[src/rtl/seg_xlate_pkg.sv]
package seg_xlate_pkg;
  localparam int AW = 8;
  localparam int DW = 8;
  localparam int SW = 8;
  localparam int PW = SW + AW;
  localparam int BW = 3;
  localparam logic [AW-1:0] SEG_REG_ADR = 8'hFF;
  localparam logic [AW-1:0] SP_REG_ADR  = 8'hFD;
  localparam logic [AW-1:0] LOW_RAM_LAST = 8'h6F;
  localparam logic [AW-1:0] GREG_FIRST  = 8'hF0;

  typedef enum logic [BW-1:0] {
    BK_NONE = 3'd0,
    BK_LOW  = 3'd1,
    BK_GREG = 3'd2,
    BK_EXT  = 3'd3,
    BK_CTL  = 3'd4
  } bank_t;

  // Form the physical address for one access.
  function automatic logic [PW-1:0] xlate(input logic [AW-1:0] a,
                                          input logic [SW-1:0] seg,
                                          input logic stk);
    logic [SW-1:0] hi;
    if (a[AW-1]) hi = '0;
    else if (stk) hi = '0;
    else hi = seg;
    return {hi, (a[AW-1] ? a : {1'b0, a[AW-2:0]})};
  endfunction

  // Decide which storage backs a physical address.
  function automatic bank_t decode(input logic [PW-1:0] p,
                                   input logic [SW-1:0] ext_seg);
    logic [SW-1:0] hi;
    logic [AW-1:0] lo;
    hi = p[PW-1:AW];
    lo = p[AW-1:0];
    if (hi == '0) begin
      if (lo <= LOW_RAM_LAST) return BK_LOW;
      if (lo == SEG_REG_ADR || lo == SP_REG_ADR) return BK_CTL;
      if (lo >= GREG_FIRST) return BK_GREG;
      return BK_NONE;
    end
    if (hi == ext_seg && !lo[AW-1]) return BK_EXT;
    return BK_NONE;
  endfunction
endpackage

[src/rtl/seg_xlate_regs.sv]
module seg_xlate_regs
  import seg_xlate_pkg::*;
#(
  parameter logic [DW-1:0] SP_INIT  = 8'h6F,
  parameter logic [SW-1:0] SEG_INIT = 8'h00
) (
  input  logic          clk,
  input  logic          rst_n,
  input  logic          ld_seg,
  input  logic          ld_sp,
  input  logic [DW-1:0] wdata,
  output logic [SW-1:0] seg,
  output logic [DW-1:0] sp
);
  always_ff @(posedge clk or negedge rst_n) begin
    if (!rst_n) begin
      seg <= SEG_INIT;
      sp  <= SP_INIT;
    end else begin
      if (ld_seg) seg <= wdata[SW-1:0];
      if (ld_sp)  sp  <= wdata;
    end
  end
endmodule

[src/rtl/seg_xlate_map.sv]
module seg_xlate_map
  import seg_xlate_pkg::*;
#(
  parameter logic [SW-1:0] EXT_SEGMENT = 8'h01
) (
  input  logic [AW-1:0] addr,
  input  logic          stk,
  input  logic [SW-1:0] seg,
  output logic [PW-1:0] phys,
  output bank_t         bank
);
  always_comb begin
    phys = xlate(addr, seg, stk);
    bank = decode(phys, EXT_SEGMENT);
  end
endmodule

[src/rtl/seg_xlate_rdmux.sv]
module seg_xlate_rdmux
  import seg_xlate_pkg::*;
#(
  parameter logic [DW-1:0] FILL = 8'hFF
) (
  input  bank_t         bank,
  input  logic [AW-1:0] lo,
  input  logic [SW-1:0] seg,
  input  logic [DW-1:0] sp,
  output logic [DW-1:0] data
);
  always_comb begin
    data = FILL;
    if (bank == BK_CTL) begin
      if (lo == SEG_REG_ADR) data = DW'(seg);
      else data = sp;
    end
  end
endmodule

[src/rtl/seg_addr_xlate.sv]
module seg_addr_xlate
  import seg_xlate_pkg::*;
#(
  parameter logic [DW-1:0] SP_INIT     = 8'h6F,
  parameter logic [SW-1:0] EXT_SEGMENT = 8'h01,
  parameter logic [DW-1:0] FILL        = 8'hFF
) (
  input  logic          clk,
  input  logic          rst_n,
  input  logic          acc_valid,
  input  logic          acc_wr,
  input  logic          acc_stack,
  input  logic [7:0]    acc_addr,
  input  logic [7:0]    acc_wdata,
  output logic [15:0]   phys_addr,
  output logic [2:0]    bank,
  output logic          ram_we,
  output logic          local_rd,
  output logic [7:0]    local_data,
  output logic [7:0]    seg_q,
  output logic [7:0]    sp_q
);
  bank_t         bank_w;
  logic [PW-1:0] phys_w;
  logic          wr_ev;
  logic          rd_ev;
  logic          seg_hit;
  logic          sp_hit;
  logic          seg_ld_ev;
  logic          sp_ld_ev;
  logic          ram_bank;

  seg_xlate_map #(.EXT_SEGMENT(EXT_SEGMENT)) u_map (
    .addr (acc_addr),
    .stk  (acc_stack),
    .seg  (seg_q),
    .phys (phys_w),
    .bank (bank_w)
  );

  assign wr_ev    = acc_valid && acc_wr;
  assign rd_ev    = acc_valid && !acc_wr;
  assign seg_hit  = (bank_w == BK_CTL) && (phys_w[AW-1:0] == SEG_REG_ADR);
  assign sp_hit   = (bank_w == BK_CTL) && (phys_w[AW-1:0] == SP_REG_ADR);
  assign seg_ld_ev = wr_ev && seg_hit && !acc_stack;
  assign sp_ld_ev  = wr_ev && sp_hit;
  assign ram_bank  = (bank_w == BK_LOW) || (bank_w == BK_GREG) || (bank_w == BK_EXT);

  seg_xlate_regs #(.SP_INIT(SP_INIT), .SEG_INIT('0)) u_regs (
    .clk    (clk),
    .rst_n  (rst_n),
    .ld_seg (seg_ld_ev),
    .ld_sp  (sp_ld_ev),
    .wdata  (acc_wdata),
    .seg    (seg_q),
    .sp     (sp_q)
  );

  seg_xlate_rdmux #(.FILL(FILL)) u_rd (
    .bank (bank_w),
    .lo   (phys_w[AW-1:0]),
    .seg  (seg_q),
    .sp   (sp_q),
    .data (local_data)
  );

  assign phys_addr = phys_w;
  assign bank      = bank_w;
  assign ram_we    = wr_ev && ram_bank;
  assign local_rd  = rd_ev && !ram_bank;
endmodule

[config.mk]
export PLATFORM = sky130hd
export DESIGN_NAME = seg_addr_xlate
export DESIGN_NICKNAME = d
export VERILOG_FILES = /design/src/rtl/seg_xlate_pkg.sv /design/src/rtl/seg_xlate_regs.sv /design/src/rtl/seg_xlate_map.sv /design/src/rtl/seg_xlate_rdmux.sv /design/src/rtl/seg_addr_xlate.sv
export SDC_FILE = /design/constraint.sdc
export NUM_CORES = 1
export LEC_CHECK = 0
export CORE_MARGIN = 4
export CORE_UTILIZATION = 36
export CTS_BUF_LIST = sky130_fd_sc_hd__clkbuf_4 sky130_fd_sc_hd__clkbuf_8 sky130_fd_sc_hd__clkbuf_16
export CTS_CLUSTER_DIAMETER = 40
export DETAILED_ROUTE_END_ITERATION = 8
export GPL_TIMING_DRIVEN = 0
export PLACE_DENSITY_LB_ADDON = 0.15
export SLEW_MARGIN = 20
export SYNTH_ARGS = -nofsm -noshare
export SYNTH_HDL_FRONTEND = slang
export SYNTH_SLANG_ARGS = --single-unit
[constraint.sdc]
create_clock -name clk -period 2.2 [get_ports clk]
set_input_delay 0.55 -clock clk [delete_from_list [all_inputs] [get_ports clk]]
set_output_delay 0.55 -clock clk [all_outputs]
set_load 0.02 [all_outputs]
**Yosys cells after proc, flatten, opt, wreduce, memory -nomap -nowiden**

Index checks and enable logic that the tools add are counted.

- Flip-flop bits (word level): 16
- Output and inout bits: 45
- Logic and storage cells: 56

- Magnitude comparators: 2
- Eq/ne operators: 7
- Multiplexer cells: 27
- Reduce and logical (&&, ||, !) cells: 18

Operators by type and width:

| kind | count |
|---|---|
| $mux W8 | 5 |
| $mux W3 | 10 |
| $eq A8 B8 Y1 const B | 2 |
| $mux W1 | 12 |
| $logic_and A1 B1 Y1 | 10 |
| $eq A8 B1 Y1 const B | 1 |
| $ge A8 B8 Y1 const B | 1 |
| $le A8 B7 Y1 const B | 1 |
| $logic_not A8 Y1 | 1 |
| $eq A3 B2 Y1 const B | 2 |
| $logic_not A1 Y1 | 4 |
| $eq A3 B1 Y1 const B | 1 |
| $eq A3 B3 Y1 const B | 1 |
| $logic_or A1 B1 Y1 | 3 |

**Depth between registers and ports, before layout**

- Word-level depth: 21
- Mapped depth: 4

**Hierarchy**

From an unflattened synthesis, not the netlist that was laid out.

- Cell total of the unflattened synthesis: 107
- Area, all modules: 1174.9 µm²

By module, submodules not included:

| module | instances | cells an instance | area each (µm²) | sequential area each (µm²) |
|---|---|---|---|---|
| seg_xlate_regs | 1 | 34 | 670.6 | 407.9 |
| seg_xlate_rdmux | 1 | 32 | 227.7 | 0.0 |
| seg_xlate_map | 1 | 30 | 190.2 | 0.0 |
| seg_addr_xlate | 1 | 11 | 86.3 | 0.0 |

**Worst setup path before layout**

OpenSTA, ideal clock, no wires.

- Kind: input to output
- Start point: in acc_addr[7]
- End point: out ram_we
- Data arrival time: 1.717 ns
- Setup slack: -0.067 ns
- Stages: 4
- Cells stage by stage: buf_6 -> nor3b_1 -> nand4_1 -> o211ai_1

- Elaborated cells between the ends (all ways): 38

RTL lines:

| what | RTL line | source |
|---|---|---|
| start: declaration | seg_addr_xlate.sv:13 | `input logic [7:0] acc_addr,` |
| $mux W8 (*) | seg_xlate_pkg.sv:25 | `if (a[AW-1]) hi = '0;` |
| net phys_addr[8] | seg_addr_xlate.sv:15 | `output logic [15:0] phys_addr,` |
| $eq A8 B1 Y1 | seg_xlate_pkg.sv:44 | `if (hi == ext_seg && !lo[AW-1]) return BK_EXT;` |
| $logic_and A1 B1 Y1 | seg_xlate_pkg.sv:44 |  |
| $mux W1 (2 in a row) | seg_xlate_pkg.sv:44 |  |
| $mux W3 | seg_xlate_pkg.sv:45 | `return BK_NONE;` |
| $mux W3 (*) | seg_xlate_pkg.sv:44 |  |
| $eq A3 B1 Y1 / $eq A3 B2 Y1 (equally long branches) | seg_addr_xlate.sv:47 | `assign ram_bank = (bank_w == BK_LOW) \|\| (bank_w == BK_GREG) \|\| (bank_w == BK_EXT);` |
| $logic_or A1 B1 Y1 | seg_addr_xlate.sv:47 |  |
| $logic_or A1 B1 Y1 (*) | seg_addr_xlate.sv:47 |  |
| $logic_and A1 B1 Y1 (*) | seg_addr_xlate.sv:69 | `assign ram_we = wr_ev && ram_bank;` |
| end: declaration | seg_addr_xlate.sv:17 | `output logic ram_we,` |

Mark *: on every way through the listed nets, which the timed path passes. The rest lies on a longest branch. The select of a mux whose other input is x is not followed.

**Final worst setup path**

- Start point: in acc_addr[4]
- End point: out ram_we

- Longest elaborated chain between the ends: 17
- Elaborated cells between the ends (all ways): 30

RTL lines:

| what | RTL line | source |
|---|---|---|
| $mux W8 (*) | seg_xlate_pkg.sv:28 | `return {hi, (a[AW-1] ? a : {1'b0, a[AW-2:0]})};` |
| $ge A8 B8 Y1 | seg_xlate_pkg.sv:41 | `if (lo >= GREG_FIRST) return BK_GREG;` |
| $mux W1 (2 in a row) | seg_xlate_pkg.sv:41 |  |
| $mux W1 | seg_xlate_pkg.sv:40 | `if (lo == SEG_REG_ADR \|\| lo == SP_REG_ADR) return BK_CTL;` |
| $mux W1 | seg_xlate_pkg.sv:38 | `if (hi == '0) begin` |
| $mux W3 | seg_xlate_pkg.sv:42 | `return BK_NONE;` |
| $mux W3 | seg_xlate_pkg.sv:41 |  |
| $mux W3 (*) | seg_xlate_pkg.sv:40 |  |
| $mux W3 (*) | seg_xlate_pkg.sv:38 |  |
| $mux W3 | seg_xlate_pkg.sv:44 |  |
| $mux W3 | seg_xlate_pkg.sv:45 |  |
| $mux W3 (*) | seg_xlate_pkg.sv:44 |  |
| $eq A3 B1 Y1 / $eq A3 B2 Y1 (equally long branches) | seg_addr_xlate.sv:47 |  |
| $logic_or A1 B1 Y1 | seg_addr_xlate.sv:47 |  |
| $logic_or A1 B1 Y1 (*) | seg_addr_xlate.sv:47 |  |
| $logic_and A1 B1 Y1 (*) | seg_addr_xlate.sv:69 |  |

Mark *: on every way between the ends. The rest lies on a longest branch, timed or not. The select of a mux whose other input is x is not followed.

==> metrics <==
CTS sink cnt 16; Clock Tree Root clkbuf_4; Post-synth top flop dfrtp_1; Core Region 0.00276 mm²; final hold violation count 0; flops & latches, synth 16; routed vias 1034; final setup vio count 1; CTS tree built; Largest delay share family, worst path simple AND/OR/NAND/NOR gates; Post-Syn Nets 116; Syn. warnings 0; Rows 19; DR pass1 iterations 4; share of post-route cells with drive strength above 1 42.2%; die area 0.00382 mm²; worst-path cell chain clkdlybuf4s15_2 > and3_4 > or3_1 > o211ai_1 > buf_4; actual slew at the worst max-slew pin 0.724 ns; Met1 Wirelength 1210 µm; Vert. Die Dim 61.8 µm; Mapped Area 0.00104 mm²; CP max FO 5; crit path DAT 1.68 ns; Max-Cap Viols 0; clk buf depth 2; worst min-delay path class reg -> reg; hold_buf cts 0; first-pass GRT wire length 5290 µm; period utilization 101%; clock latency on the worst-skew pair 0.29 ns; largest net degree at the start of global routing 17; RSZ-0062 raised after global routing yes; minimum clock period 2.23 ns; WL/cell 16.4 µm; number of max-slew violations in the final report 0; Num CTS Buffers 3; post-DP HPWL 2410 µm; peak supply drop 0.329 mV; CP required 1.65 ns; met3 wire len 271 µm; crit start category input port; starting DRC count in detailed routing 31; met2 wire length 1810 µm; Syn Area/Cell 11.0 µm²; io pins 66; Peak Freq 449 MHz; Total GRT Usage 19.0%; clk_skew 0 ns; initial antenna violation count 0; violated checks setup timing; Crit Path Category in -> out; total power 0.668 mW; number of library cell types mapped by synthesis 30; GPL Wtd Cong 0.813; highest metal used met4; vias per cell 5.07; Async SR Flop Fraction 100%; Buf+Inv Stages, Crit Path 2; vias in the first global route 1103; drt drc 0; crit end category output pin; H-tree levels 1; PnR worst setup slack -0.0255 ns; status finished, violations left; Synth Instances 95; CP max stage delay 0.36 ns; Area Growth Syn to Fin 81.8%; P_leak 0.844 nW; clock-pin slew on the worst setup and hold paths 0.10 ns; Initial Util 37.8%; PwrDens 353 mW/mm²; chip width 61.8 µm; Crit-path slowest cell or3_1; Post-synth EDFFs 0; final wirelength 3350 µm; Seq/Total Area, Yosys 39.1%; number of diodes 0; DRT antenna net count 0; Slew HR 51.6%; worst slack, placed -1.02 ns; Final #Nets 195; filler cell count 238; IO buf count 63; post-route core utilization 68.7%; global route total overflow 0
## registers in the layout, summed over array words and instances, names as in the netlist
name and count:
u_regs.sp 8, u_regs.seg 8
## per-stage QoR
step | hold slack, ns | area [µm²] | std cells | TNS, ns
after floorplan | 0.254 | 1050 | 95 | 0
after global placement | 0.520 | 1720 | 189 | -18.96
after detailed placement | 0.524 | 1720 | 189 | -20.01
after CTS | 0.552 | 1870 | 202 | -0.0479
after global routing | 0.592 | 1890 | 204 | -0.145
final | 0.546 | 1890 | 204 | -0.0255
## logic make-up after synthesis
kind of cell           synth area share, %
AOI/OAI and AO/OA                     4.32
buffers and inverters                 8.40
DFF                                   39.1
muxes                                 25.0
and+or+nand+nor                       23.2
## metal layers
layer  global-route usage (%)  up-vias
li1                         -      488
met1                     21.1      495
met2                     35.7       44
met3                     3.31        7
met4                     7.27        0
met5                        0        -
## cell usage after synthesis (2+ instances only)
cell type,n,share of area [%]
and2_1,8,4.8
buf_4,8,5.8
dfrtp_1,10,24
dfstp_2,6,15
inv_1,2,0.72
mux2_2,16,17
mux2i_1,8,7.7
nand2_1,10,3.6
nand2b_1,2,1.2
nand3_1,2,0.96
nand4_1,2,1.2
nor2_1,2,0.72
nor4_4,2,4.1
## final timing paths
path                       cells past startpoint  slack, ns                 startpoint                         to
min in group asynchronous                      1       0.68                      rst_n  u_regs.seg[6]$_DFFE_PN0P_
max in group asynchronous                      1       1.02                      rst_n  u_regs.seg[7]$_DFFE_PN0P_
max                                            5      -0.03                acc_addr[4]                     ram_we
min                                            1       0.55   u_regs.sp[7]$_DFFE_PN0P_   u_regs.sp[7]$_DFFE_PN0P_
min reg2reg                                    1       0.55   u_regs.sp[7]$_DFFE_PN0P_   u_regs.sp[7]$_DFFE_PN0P_
max reg2reg                                    2       1.25  u_regs.seg[5]$_DFFE_PN0P_  u_regs.seg[5]$_DFFE_PN0P_
## power by group
| part | internal [mW] | switching, mW | leakage, nW |
|---|---|---|---|
| clock | 0.0829 | 0.0975 | 0.0184 |
| combinational | 0.0933 | 0.0850 | 0.629 |
| sequential | 0.303 | 0.00609 | 0.196 |
| total | 0.479 | 0.189 | 0.844 |
## final cells by class
class | instances | area [µm²] | area share [%]
well taps | 31 | 38.8 | 2.05
multi-input cells | 66 | 634 | 33.5
plain buffers | 10 | 76.3 | 4.03
inverters | 2 | 7.51 | 0.396
clock buffers | 4 | 30.0 | 1.59
flip-flops and latches | 16 | 412 | 21.7
repair buffers | 75 | 696 | 36.7
## cell usage in the layout, fill, tap and decap left out
cell type        netlist  final
a311oi_2               0      1
nand4_1                2      2
o211ai_1               1      1
nand3_4                0      1
o211a_1                1      1
nor3_4                 0      1
clkbuf_4               0      4
a31oi_4                0      1
and2_1                 8      8
buf_4                  8     21
or3_1                  1      1
dfstp_2                6      6
mux2_2                16     16
nand2_1               10      9
nor3b_2                0      1
buf_2                  1      3
nand2_2                0      1
a21oi_1                1      1
nand2b_1               2      2
clkdlybuf4s15_1        0      2
mux2i_1                8      8
buf_6                  1      2
and3_4                 0      1
nand4_4                1      1
buf_12                 0      1
clkdlybuf4s15_2        0      2
a211oi_2               0      1
dfrtp_2                0      3
inv_1                  2      2
dfrtp_1               10      7
nor4_4                 2      3
dlygate4sd2_1          0     21
clkdlybuf4s50_1        0     33
or2_2                  1      1
nor2_4                 0      2
nand3_1                2      2
## what timing repair did
action / 4_1_cts / 5_1_grt
resized for setup: 68 / 7
buffers inserted: 10 / 2
pin swaps: 8 / 7
setup endpoints to repair: 27 / 13
gates cloned: 0 / 0
Power figures use the tool's default switching activity.
